==> src/rtl/osm_pkg.sv <==
package osm_pkg;
  localparam int ST_W  = 3;
  localparam int CMD_W = 3;

  typedef enum logic [ST_W-1:0] {
    CS_INIT_MEM = 3'd0,
    CS_CONFIG   = 3'd1,
    CS_CFG_REQ  = 3'd2,
    CS_ACCESS   = 3'd3,
    CS_ACC_REQ  = 3'd4,
    CS_LOWPWR   = 3'd5,
    CS_LP_ENTRY = 3'd6,
    CS_LP_EXIT  = 3'd7
  } ctl_state_e;

  typedef enum logic [CMD_W-1:0] {
    CC_INIT   = 3'd0,
    CC_CONFIG = 3'd1,
    CC_GO     = 3'd2,
    CC_SLEEP  = 3'd3,
    CC_WAKE   = 3'd4
  } ctl_cmd_e;

  typedef enum logic [1:0] {
    STEP_NONE,
    STEP_WAKE,
    STEP_CFG,
    STEP_GO
  } step_e;

  typedef enum logic [2:0] {
    SQ_IDLE,
    SQ_EVAL,
    SQ_ISSUE,
    SQ_WAIT,
    SQ_FIN
  } seq_e;
endpackage

==> src/rtl/osm_stat_decode.sv <==
module osm_stat_decode
  import osm_pkg::*;
#(
  parameter int TRIG_LSB  = 4,
  parameter int TRIG_W    = 3,
  parameter int SKIP_TRIG = 1,
  localparam int STAT_W   = TRIG_LSB + TRIG_W
) (
  input  logic [STAT_W-1:0] status,
  output ctl_state_e        st,
  output logic              stable,
  output logic              trig_hit
);
  assign st       = ctl_state_e'(status[ST_W-1:0]);
  assign trig_hit = (status[STAT_W-1:TRIG_LSB] == TRIG_W'(SKIP_TRIG));

  always_comb begin
    case (st)
      CS_INIT_MEM, CS_CONFIG, CS_ACCESS, CS_LOWPWR: stable = 1'b1;
      default:                                      stable = 1'b0;
    endcase
  end

  generate
    if (TRIG_LSB > ST_W) begin : g_gap
      logic unused_gap;
      assign unused_gap = ^status[TRIG_LSB-1:ST_W];
    end
  endgenerate
endmodule

==> src/rtl/osm_step_plan.sv <==
module osm_step_plan
  import osm_pkg::*;
(
  input  ctl_state_e st,
  input  logic       tgt_access,
  input  logic       trig_hit,
  input  step_e      cur_step,
  output step_e      first_step,
  output step_e      next_step,
  output logic       step_met,
  output ctl_cmd_e   step_cmd
);
  always_comb begin
    case (st)
      CS_LOWPWR:   first_step = (tgt_access && trig_hit) ? STEP_NONE : STEP_WAKE;
      CS_ACCESS:   first_step = tgt_access ? STEP_NONE : STEP_CFG;
      CS_INIT_MEM: first_step = STEP_CFG;
      CS_CONFIG:   first_step = tgt_access ? STEP_GO : STEP_NONE;
      default:     first_step = STEP_NONE;
    endcase
  end

  always_comb begin
    next_step = STEP_NONE;
    step_met  = 1'b0;
    step_cmd  = CC_INIT;
    case (cur_step)
      STEP_WAKE: begin
        next_step = STEP_CFG;
        step_met  = (st == CS_ACCESS);
        step_cmd  = CC_WAKE;
      end
      STEP_CFG: begin
        next_step = tgt_access ? STEP_GO : STEP_NONE;
        step_met  = (st == CS_CONFIG);
        step_cmd  = CC_CONFIG;
      end
      STEP_GO: begin
        next_step = STEP_NONE;
        step_met  = (st != CS_CONFIG);
        step_cmd  = CC_GO;
      end
      default: ;
    endcase
  end
endmodule

==> src/rtl/osm_seq.sv <==
module osm_seq
  import osm_pkg::*;
(
  input  logic  clk,
  input  logic  rst_n,
  input  logic  req_valid,
  input  logic  req_target,
  input  logic  stable,
  input  step_e first_step,
  input  step_e next_step,
  input  logic  step_met,
  output step_e cur_step,
  output logic  tgt_access,
  output logic  idle,
  output logic  issue,
  output logic  fin
);
  seq_e fsm, fsm_nxt;

  always_comb begin
    fsm_nxt = fsm;
    case (fsm)
      SQ_IDLE:  if (req_valid) fsm_nxt = SQ_EVAL;
      SQ_EVAL:  if (stable) fsm_nxt = (first_step == STEP_NONE) ? SQ_FIN : SQ_ISSUE;
      SQ_ISSUE: fsm_nxt = SQ_WAIT;
      SQ_WAIT:  if (step_met) fsm_nxt = (next_step == STEP_NONE) ? SQ_FIN : SQ_ISSUE;
      SQ_FIN:   fsm_nxt = SQ_IDLE;
      default:  fsm_nxt = SQ_IDLE;
    endcase
  end

  always_ff @(posedge clk or negedge rst_n) begin
    if (!rst_n) begin
      fsm        <= SQ_IDLE;
      cur_step   <= STEP_NONE;
      tgt_access <= 1'b0;
    end else begin
      fsm <= fsm_nxt;
      if (fsm == SQ_IDLE && req_valid) tgt_access <= req_target;
      if (fsm == SQ_EVAL && stable) cur_step <= first_step;
      if (fsm == SQ_WAIT && step_met) cur_step <= next_step;
    end
  end

  assign idle  = (fsm == SQ_IDLE);
  assign issue = (fsm == SQ_ISSUE);
  assign fin   = (fsm == SQ_FIN);
endmodule

==> src/rtl/osm_mgr.sv <==
module osm_mgr
  import osm_pkg::*;
#(
  parameter int TRIG_LSB  = 4,
  parameter int TRIG_W    = 3,
  parameter int SKIP_TRIG = 1,
  localparam int STAT_W   = TRIG_LSB + TRIG_W
) (
  input  logic              clk,
  input  logic              rst_n,
  input  logic              req_valid,
  output logic              req_ready,
  input  logic              req_target,
  input  logic [STAT_W-1:0] ctl_status,
  output logic [CMD_W-1:0]  ctl_cmd,
  output logic              ctl_cmd_wr,
  output logic              done
);
  ctl_state_e st;
  logic       stable, trig_hit, tgt_access, step_met;
  step_e      first_step, next_step, cur_step;
  ctl_cmd_e   step_cmd;

  osm_stat_decode #(
    .TRIG_LSB (TRIG_LSB),
    .TRIG_W   (TRIG_W),
    .SKIP_TRIG(SKIP_TRIG)
  ) u_dec (
    .status  (ctl_status),
    .st      (st),
    .stable  (stable),
    .trig_hit(trig_hit)
  );

  osm_step_plan u_plan (
    .st        (st),
    .tgt_access(tgt_access),
    .trig_hit  (trig_hit),
    .cur_step  (cur_step),
    .first_step(first_step),
    .next_step (next_step),
    .step_met  (step_met),
    .step_cmd  (step_cmd)
  );

  osm_seq u_seq (
    .clk       (clk),
    .rst_n     (rst_n),
    .req_valid (req_valid),
    .req_target(req_target),
    .stable    (stable),
    .first_step(first_step),
    .next_step (next_step),
    .step_met  (step_met),
    .cur_step  (cur_step),
    .tgt_access(tgt_access),
    .idle      (req_ready),
    .issue     (ctl_cmd_wr),
    .fin       (done)
  );

  assign ctl_cmd = step_cmd;
endmodule

==> config.mk <==
export PLATFORM = sky130hd
export DESIGN_NAME = osm_mgr
export DESIGN_NICKNAME = d
export VERILOG_FILES = /design/src/rtl/osm_pkg.sv /design/src/rtl/osm_stat_decode.sv /design/src/rtl/osm_step_plan.sv /design/src/rtl/osm_seq.sv /design/src/rtl/osm_mgr.sv
export SDC_FILE = /design/constraint.sdc
export NUM_CORES = 1
export LEC_CHECK = 0
export CAP_MARGIN = 10
export CORE_MARGIN = 5
export CORE_UTILIZATION = 46
export CTS_CLUSTER_DIAMETER = 120
export CTS_CLUSTER_SIZE = 40
export DETAILED_ROUTE_END_ITERATION = 12
export PLACE_DENSITY = 0.82
export SETUP_SLACK_MARGIN = 0.2
export SYNTH_ARGS = -nofsm -noshare
export SYNTH_HDL_FRONTEND = slang
export SYNTH_SLANG_ARGS = --single-unit
==> constraint.sdc <==
create_clock -name clk -period 2.05 [get_ports clk]
set_input_delay 0.615 -clock clk [delete_from_list [all_inputs] [get_ports clk]]
set_output_delay 0.615 -clock clk [all_outputs]
set_load 0.005 [all_outputs]
==> results of run 1 <==
[flip-flops by register name (all words and copies together), names as in the netlist]
register,flops
u_seq.cur_step,2
u_seq.tgt_access,1
u_seq.fsm,3
[power by group]
group	total, mW	switching [mW]	internal [mW]
sequential	0.267	0.0886	0.179
combinational	0.728	0.337	0.392
clock	0.103	0.0367	0.0658
[how the worst min path moves through the flow]
| stage | start | endpoint | slack (ps) |
|---|---|---|---|
| floorplan | rst_n | u_seq.cur_step[0] | 320 |
| global placement | u_seq.fsm[2] | u_seq.fsm[1] | 640 |
| detailed placement | u_seq.fsm[2] | u_seq.fsm[2] | 650 |
| CTS | rst_n | u_seq.tgt_access | 600 |
| global route | rst_n | u_seq.tgt_access | 610 |
| finish | rst_n | u_seq.tgt_access | 600 |
[through the flow]
step / utilization, % / instances / setup WS (ps)
after floorplan: - / 72 / 263
after global placement: 64.3 / 107 / -226
after detailed placement: 64.3 / 107 / -268
after CTS: 70.0 / 115 / 178
after global routing: 74.6 / 118 / 125
final: 74.6 / 118 / 213
[worst max-delay path, cell delays in order (launching register included)]
cell	delay, ps
dfrtp_1	380
buf_4	140
ha_1	190
dlygate4sd2_1	280
[cells in the final DEF (no fill, tap or decap), drive strengths merged, types with 3 or more instances in the layout]
| cell | n |
|---|---|
| clkdlybuf4s15 | 3 |
| nand2b | 4 |
| ha | 7 |
| nor2b | 4 |
| inv | 5 |
| nor3 | 3 |
| clkbuf | 3 |
| nor2 | 5 |
| buf | 17 |
| o21ai | 3 |
| dfrtp | 6 |
| dlygate4sd2 | 6 |
| a211oi | 4 |
| clkdlybuf4s50 | 6 |
[layer usage]
layer  vias to the layer above  track usage [%]  part of all wire (%)
met5                         -                0                     0
met4                         0             6.63                     0
met3                         0                0                   4.1
met2                        10             26.8                    51
met1                       303             18.6                    45
li1                        325                -                     -
[repair_timing]
| action | CTS | global route |
|---|---|---|
| buffers inserted | 5 | 3 |
| pin swaps | 0 | 5 |
| gates resized for setup | 18 | 10 |
| endpoints found under the setup margin | 11 | 7 |
[final cells by class]
class	count	area [um2]	share of cell area, %
multi-input combinational	57	475	49.0
timing repair buffer	32	282	29.0
inverter	5	18.8	1.93
clock buffer	3	22.5	2.32
sequential	6	154	15.9
tap	15	18.8	1.93
[cell families after synthesis]
logic type,Yosys count,synth area share [%]
simple gates,30,30.4
compound gates,19,22.7
buf+inv,9,7.56
fa+ha+maj,7,13.9
flops,6,23.9
mux,1,1.59
==> impl_metrics.json, run 1 <==
{
  "via_per_inst": 5.41,
  "r2r_cells": 9,
  "yosys_warnings": 0,
  "hold_ws_ps": 602,
  "yosysMostFrequentCell": "ha_1",
  "synth_edf_count": 0,
  "grt_pass1_vias": 591,
  "port_buffers": 15,
  "drcViolationCount": 0,
  "path_clk_slew_ps": 40,
  "max-slew-margin-rel_pct": 75.7,
  "cts_buffers": 3,
  "max-cap-violations": 0,
  "overflow": 0,
  "fin_crit_ps": 1840,
  "rr_endpoint": "u_seq.fsm[2]",
  "ys_types": 36,
  "cts_tree": "built",
  "syn_inst": 72,
  "post_drt_wl_per_cell_um": 13.5,
  "vias": 638,
  "first_pass_iters": 4,
  "drive_gt1_share_pct": 33.0,
  "avgSynthCellArea_um2": 8.74,
  "place_area_um2": 837,
  "antenna_found_initial": 0,
  "skew_ps": 2.39,
  "cts.path.max_buffers": 2,
  "std_cell_rows": 13,
  "power.leakage_nw": 0.442,
  "initial_core_util_pct": 48.4,
  "worst_pin_slew_ps": 364,
  "place.gp.congestion": 0.789,
  "path_class": "flip-flop to output pin",
  "syn_to_final_growth_pct": 54.3,
  "cp_data_required_time_ps": 1430,
  "dieHeight_um": 47.0,
  "synth_top_area_share_pct": 23.9,
  "fp.coreArea_um2": 1300,
  "r2r_start": "u_seq.cur_step[1]",
  "rsz0062_at_grt": "true",
  "start_kind": "flip-flop",
  "wirelength_um": 1600,
  "setup_viol": 0,
  "critPathCaptureType": "output pin",
  "finalMaxSlewViolations": 0,
  "cp_max_fo": 2,
  "nNetsFinal": 123,
  "yosys-top-cells-count": "ha_1, dfrtp_1, inv_1, nor2_1",
  "hold_path.class": "primary input to asynchronous set/reset pin",
  "synth_top_area_cell": "dfrtp_1",
  "htree_levels": 1,
  "max_freq_mhz": 544,
  "ys_top_cells_by_area": "dfrtp_1, ha_1, nand2b_1, nor2b_1, a211oi_1",
  "n_antenna_cell": 0,
  "grt_pass1_wl_um": 2370,
  "syn_nets": 90,
  "p_per_area_nw_per_um2": 1130,
  "synth-seq-area-share_pct": 23.9,
  "grt_max_degree": 11,
  "vdd_drop_max_mv": 0.840,
  "cp.arrival_ps": 1220,
  "hpwl_um": 1200,
  "cts.sinks": 6,
  "cts_root_buffer": "clkbuf_4",
  "syn_area_um2": 629,
  "ys_async_sr_fraction_pct": 100,
  "nFillCells": 95,
  "gr-usage-all-layers_pct": 14.9,
  "final_area_um2": 971,
  "period_share_pct": 89.6,
  "ant_nets": 0,
  "holdBufCountCts": 0,
  "hold_viol": 0,
  "synthFlopType": "dfrtp_1",
  "die_w_um": 47.0,
  "dieArea_um2": 2210,
  "outcome": "finished clean",
  "tns_ps": 0,
  "cp-startpoint": "u_seq.cur_step[0]",
  "yosys_register_bits": 6,
  "power_mw": 1.10,
  "drt_iter0_markers": 6,
  "ff2ff_setup_slack_ps": 260,
  "ios": 17,
  "crit_path_end": "ctl_cmd[1]",
  "worstSkewPairLatency_ps": 240
}
Power figures use the tool's default switching activity.
==> run 2, diff against run 1 <==
clock period = 1.8 ns   (was 2.05 ns; I/O delays follow)
==> run 2 against run 1 <==
The flow now finishes with violations (negative setup slack). Non-clock buffer count increased by 13. Flip-flop and latch count unchanged. Combinational power up 83%. Clock-buffer cell count increased by 1. Final cell count up 12%. First-iteration DRC count rose to 5.2 times the previous value. Via count rose by 22%. Critical path depth increased by 4. Register-to-register slack worse by 260 ps. Largest power group unchanged. Highest routed layer is now met4.
==> impl_metrics.json, run 2 (same netlist as run 1, synthesis figures left out) <==
{
  "outcome": "finished, violations left",
  "violations": "negative setup slack",
  "final_area_um2": 1150,
  "power_mw": 1.75,
  "crit_path_frequent_cell": "buf_6",
  "cp_data_required_time_ps": 1930,
  "nNetsFinal": 136,
  "cts_root_buffer": "clkbuf_4",
  "crit_slowest_cell": "or3b_4",
  "max-cap-violations": 0,
  "crit_buf_inv": 3,
  "worstSkewPairLatency_ps": 250,
  "drive_gt1_share_pct": 53.0,
  "drcViolationCount": 0,
  "drt_iter0_markers": 31,
  "initial_core_util_pct": 48.4,
  "period_share_pct": 100,
  "switching_share_pct": 41.1,
  "grt_pass1_vias": 789,
  "holdBufCountCts": 0,
  "setup_viol": 1,
  "hold_ws_ps": 530,
  "ff2ff_setup_slack_ps": -5,
  "multi_input_area_um2": 547,
  "vdd_drop_max_mv": 0.840,
  "cp_top_family": "simple AND/OR/NAND/NOR gates",
  "seqPwrFrac_pct": 16.1,
  "wirelength_um": 2230,
  "via_per_inst": 5.92,
  "worstPathCellList": "buf_6 -> or3b_4 -> buf_6 -> buf_4 -> o22ai_1 -> a211o_1 -> mux2i_2",
  "path_class": "flip-flop to flip-flop",
  "first_pass_iters": 4,
  "r2r_start": "u_seq.fsm[2]",
  "die_w_um": 47.0,
  "layout_commonest_cell": "buf_4",
  "p_per_area_nw_per_um2": 1520,
  "n_antenna_cell": 0,
  "max_freq_mhz": 554,
  "grtUsageMet2_pct": 38.8,
  "p_int_mw": 1.03,
  "hold_viol": 0,
  "post_drt_wl_per_cell_um": 16.9,
  "vias": 781,
  "skew_ps": 11.7,
  "dieHeight_um": 47.0,
  "cts_tree": "built",
  "critPathCaptureType": "flip-flop",
  "cts.path.max_buffers": 2,
  "port_buffers": 15,
  "clkPwrFrac_pct": 7.9,
  "rsz0062_at_grt": "true",
  "syn_to_final_growth_pct": 83.5,
  "grt_pass1_wl_um": 3420,
  "place_area_um2": 867,
  "final_util_pct": 88.8,
  "regArea_um2": 153,
  "cp.arrival_ps": 1930,
  "top_regs": "u_seq.fsm: 3 flops, u_seq.cur_step: 2 flops, u_seq.tgt_access: 1 flops",
  "gr-max-usage-layer": "met2",
  "std_cell_rows": 13,
  "use_met1_pct": 23.9,
  "cp_max_fo": 3,
  "largest-register": "u_seq.fsm",
  "power.leakage_nw": 0.517,
  "overflow": 0,
  "slowest_delay_ps": 420,
  "place.gp.congestion": 0.856,
  "ant_nets": 0,
  "share_comb_of_total_power_pct": 76.1,
  "fp.coreArea_um2": 1300,
  "max-slew-margin-rel_pct": 76.6,
  "grt_use_met3_pct": 4.60,
  "pre_cts_slack_ps": -433,
  "worst_pin_slew_ps": 350,
  "cts.sinks": 6,
  "htree_levels": 1,
  "largest_reg_flops": 3,
  "fin_crit_ps": 1800,
  "start_kind": "flip-flop",
  "final_cell_mix": "buf_4, buf_6, clkdlybuf4s50_1",
  "hold_path.class": "primary input to asynchronous set/reset pin",
  "path_clk_slew_ps": 60,
  "nFillCells": 60,
  "dieArea_um2": 2210,
  "ios": 17,
  "p_sw_uw": 719,
  "final.setup.worst_slack_ps": -4.96,
  "rr_endpoint": "u_seq.cur_step[1]",
  "antenna_found_initial": 0,
  "hpwl_um": 1230,
  "finalMaxSlewViolations": 0,
  "r2r_cells": 7,
  "gr-usage-all-layers_pct": 21.4,
  "grt_max_degree": 9,
  "cts_buffers": 3
}
[run 2: changes by cell type in the layout (fill, tap and decap cells not counted), moves of 2 or more]
cell             delta
ha_1                -3
buf_6               +9
clkdlybuf4s15_1     -3
ha_2                +2
buf_4               +5
buf_2               +4
dlygate4sd2_1       -3
[run 2: how the worst max path moves through the flow]
stage,from,endpoint,slack [ps],cells past startpoint
floorplan,ctl_status[2],u_seq.cur_step[0],250,5
global placement,ctl_status[2],u_seq.fsm[2],-340,6
detailed placement,ctl_status[2],u_seq.cur_step[0],-430,5
CTS,u_seq.cur_step[0],ctl_cmd[2],50,3
global route,u_seq.fsm[2],u_seq.cur_step[1],-110,7
finish,u_seq.fsm[2],u_seq.cur_step[1],-5,7
[run 2: through the flow]
step	setup TNS, ps	cells
floorplan	0	72
global placement	-1380	108
detailed placement	-1620	108
CTS	0	127
global route	-184	132
finish	-4.96	132
[run 2: worst reg2reg max path: cells and delay by family (launching register included)]
family / cells / cell delay (ps)
buffers and inverters: 3 / 410
AO/OA/AOI/OAI: 2 / 360
AND/OR/NAND/NOR: 1 / 420
multiplexers: 1 / 80
flip-flops: 1 / 410
[run 2: final cells by class]
type / instances / area share, %
multi-input cells: 57 / 47.3
repair buffers: 45 / 33.7
flip-flops and latches: 6 / 13.2
clock buffers: 4 / 2.28
inverters: 5 / 1.84
well taps: 15 / 1.63
[run 2: per-layer routing]
layer,part of all wire [%],vias to the layer above
met5,0,-
met1,35,362
met4,4.7,0
li1,-,353
met3,6.7,16
met2,53,50
[run 2: what timing repair did]
item                                    4_1_cts  5_1_grt
pin swaps                                     9        6
resized for setup                            35       26
endpoints found under the setup margin       11       11
setup buffers                                15        5
gates cloned                                  0        0
endpoints found under the hold margin         0        0
[run 2: power by group through the flow]
stage / registers (mW) / logic, mW / clock network [mW]
2_1_floorplan: 0.267 / 0.495 / 0
3_3_place_gp: 0.303 / 0.698 / 0
3_5_place_dp: 0.302 / 0.728 / 0
4_1_cts: 0.266 / 1.02 / 0.141
5_1_grt: 0.292 / 1.43 / 0.148
6_report: 0.281 / 1.33 / 0.138
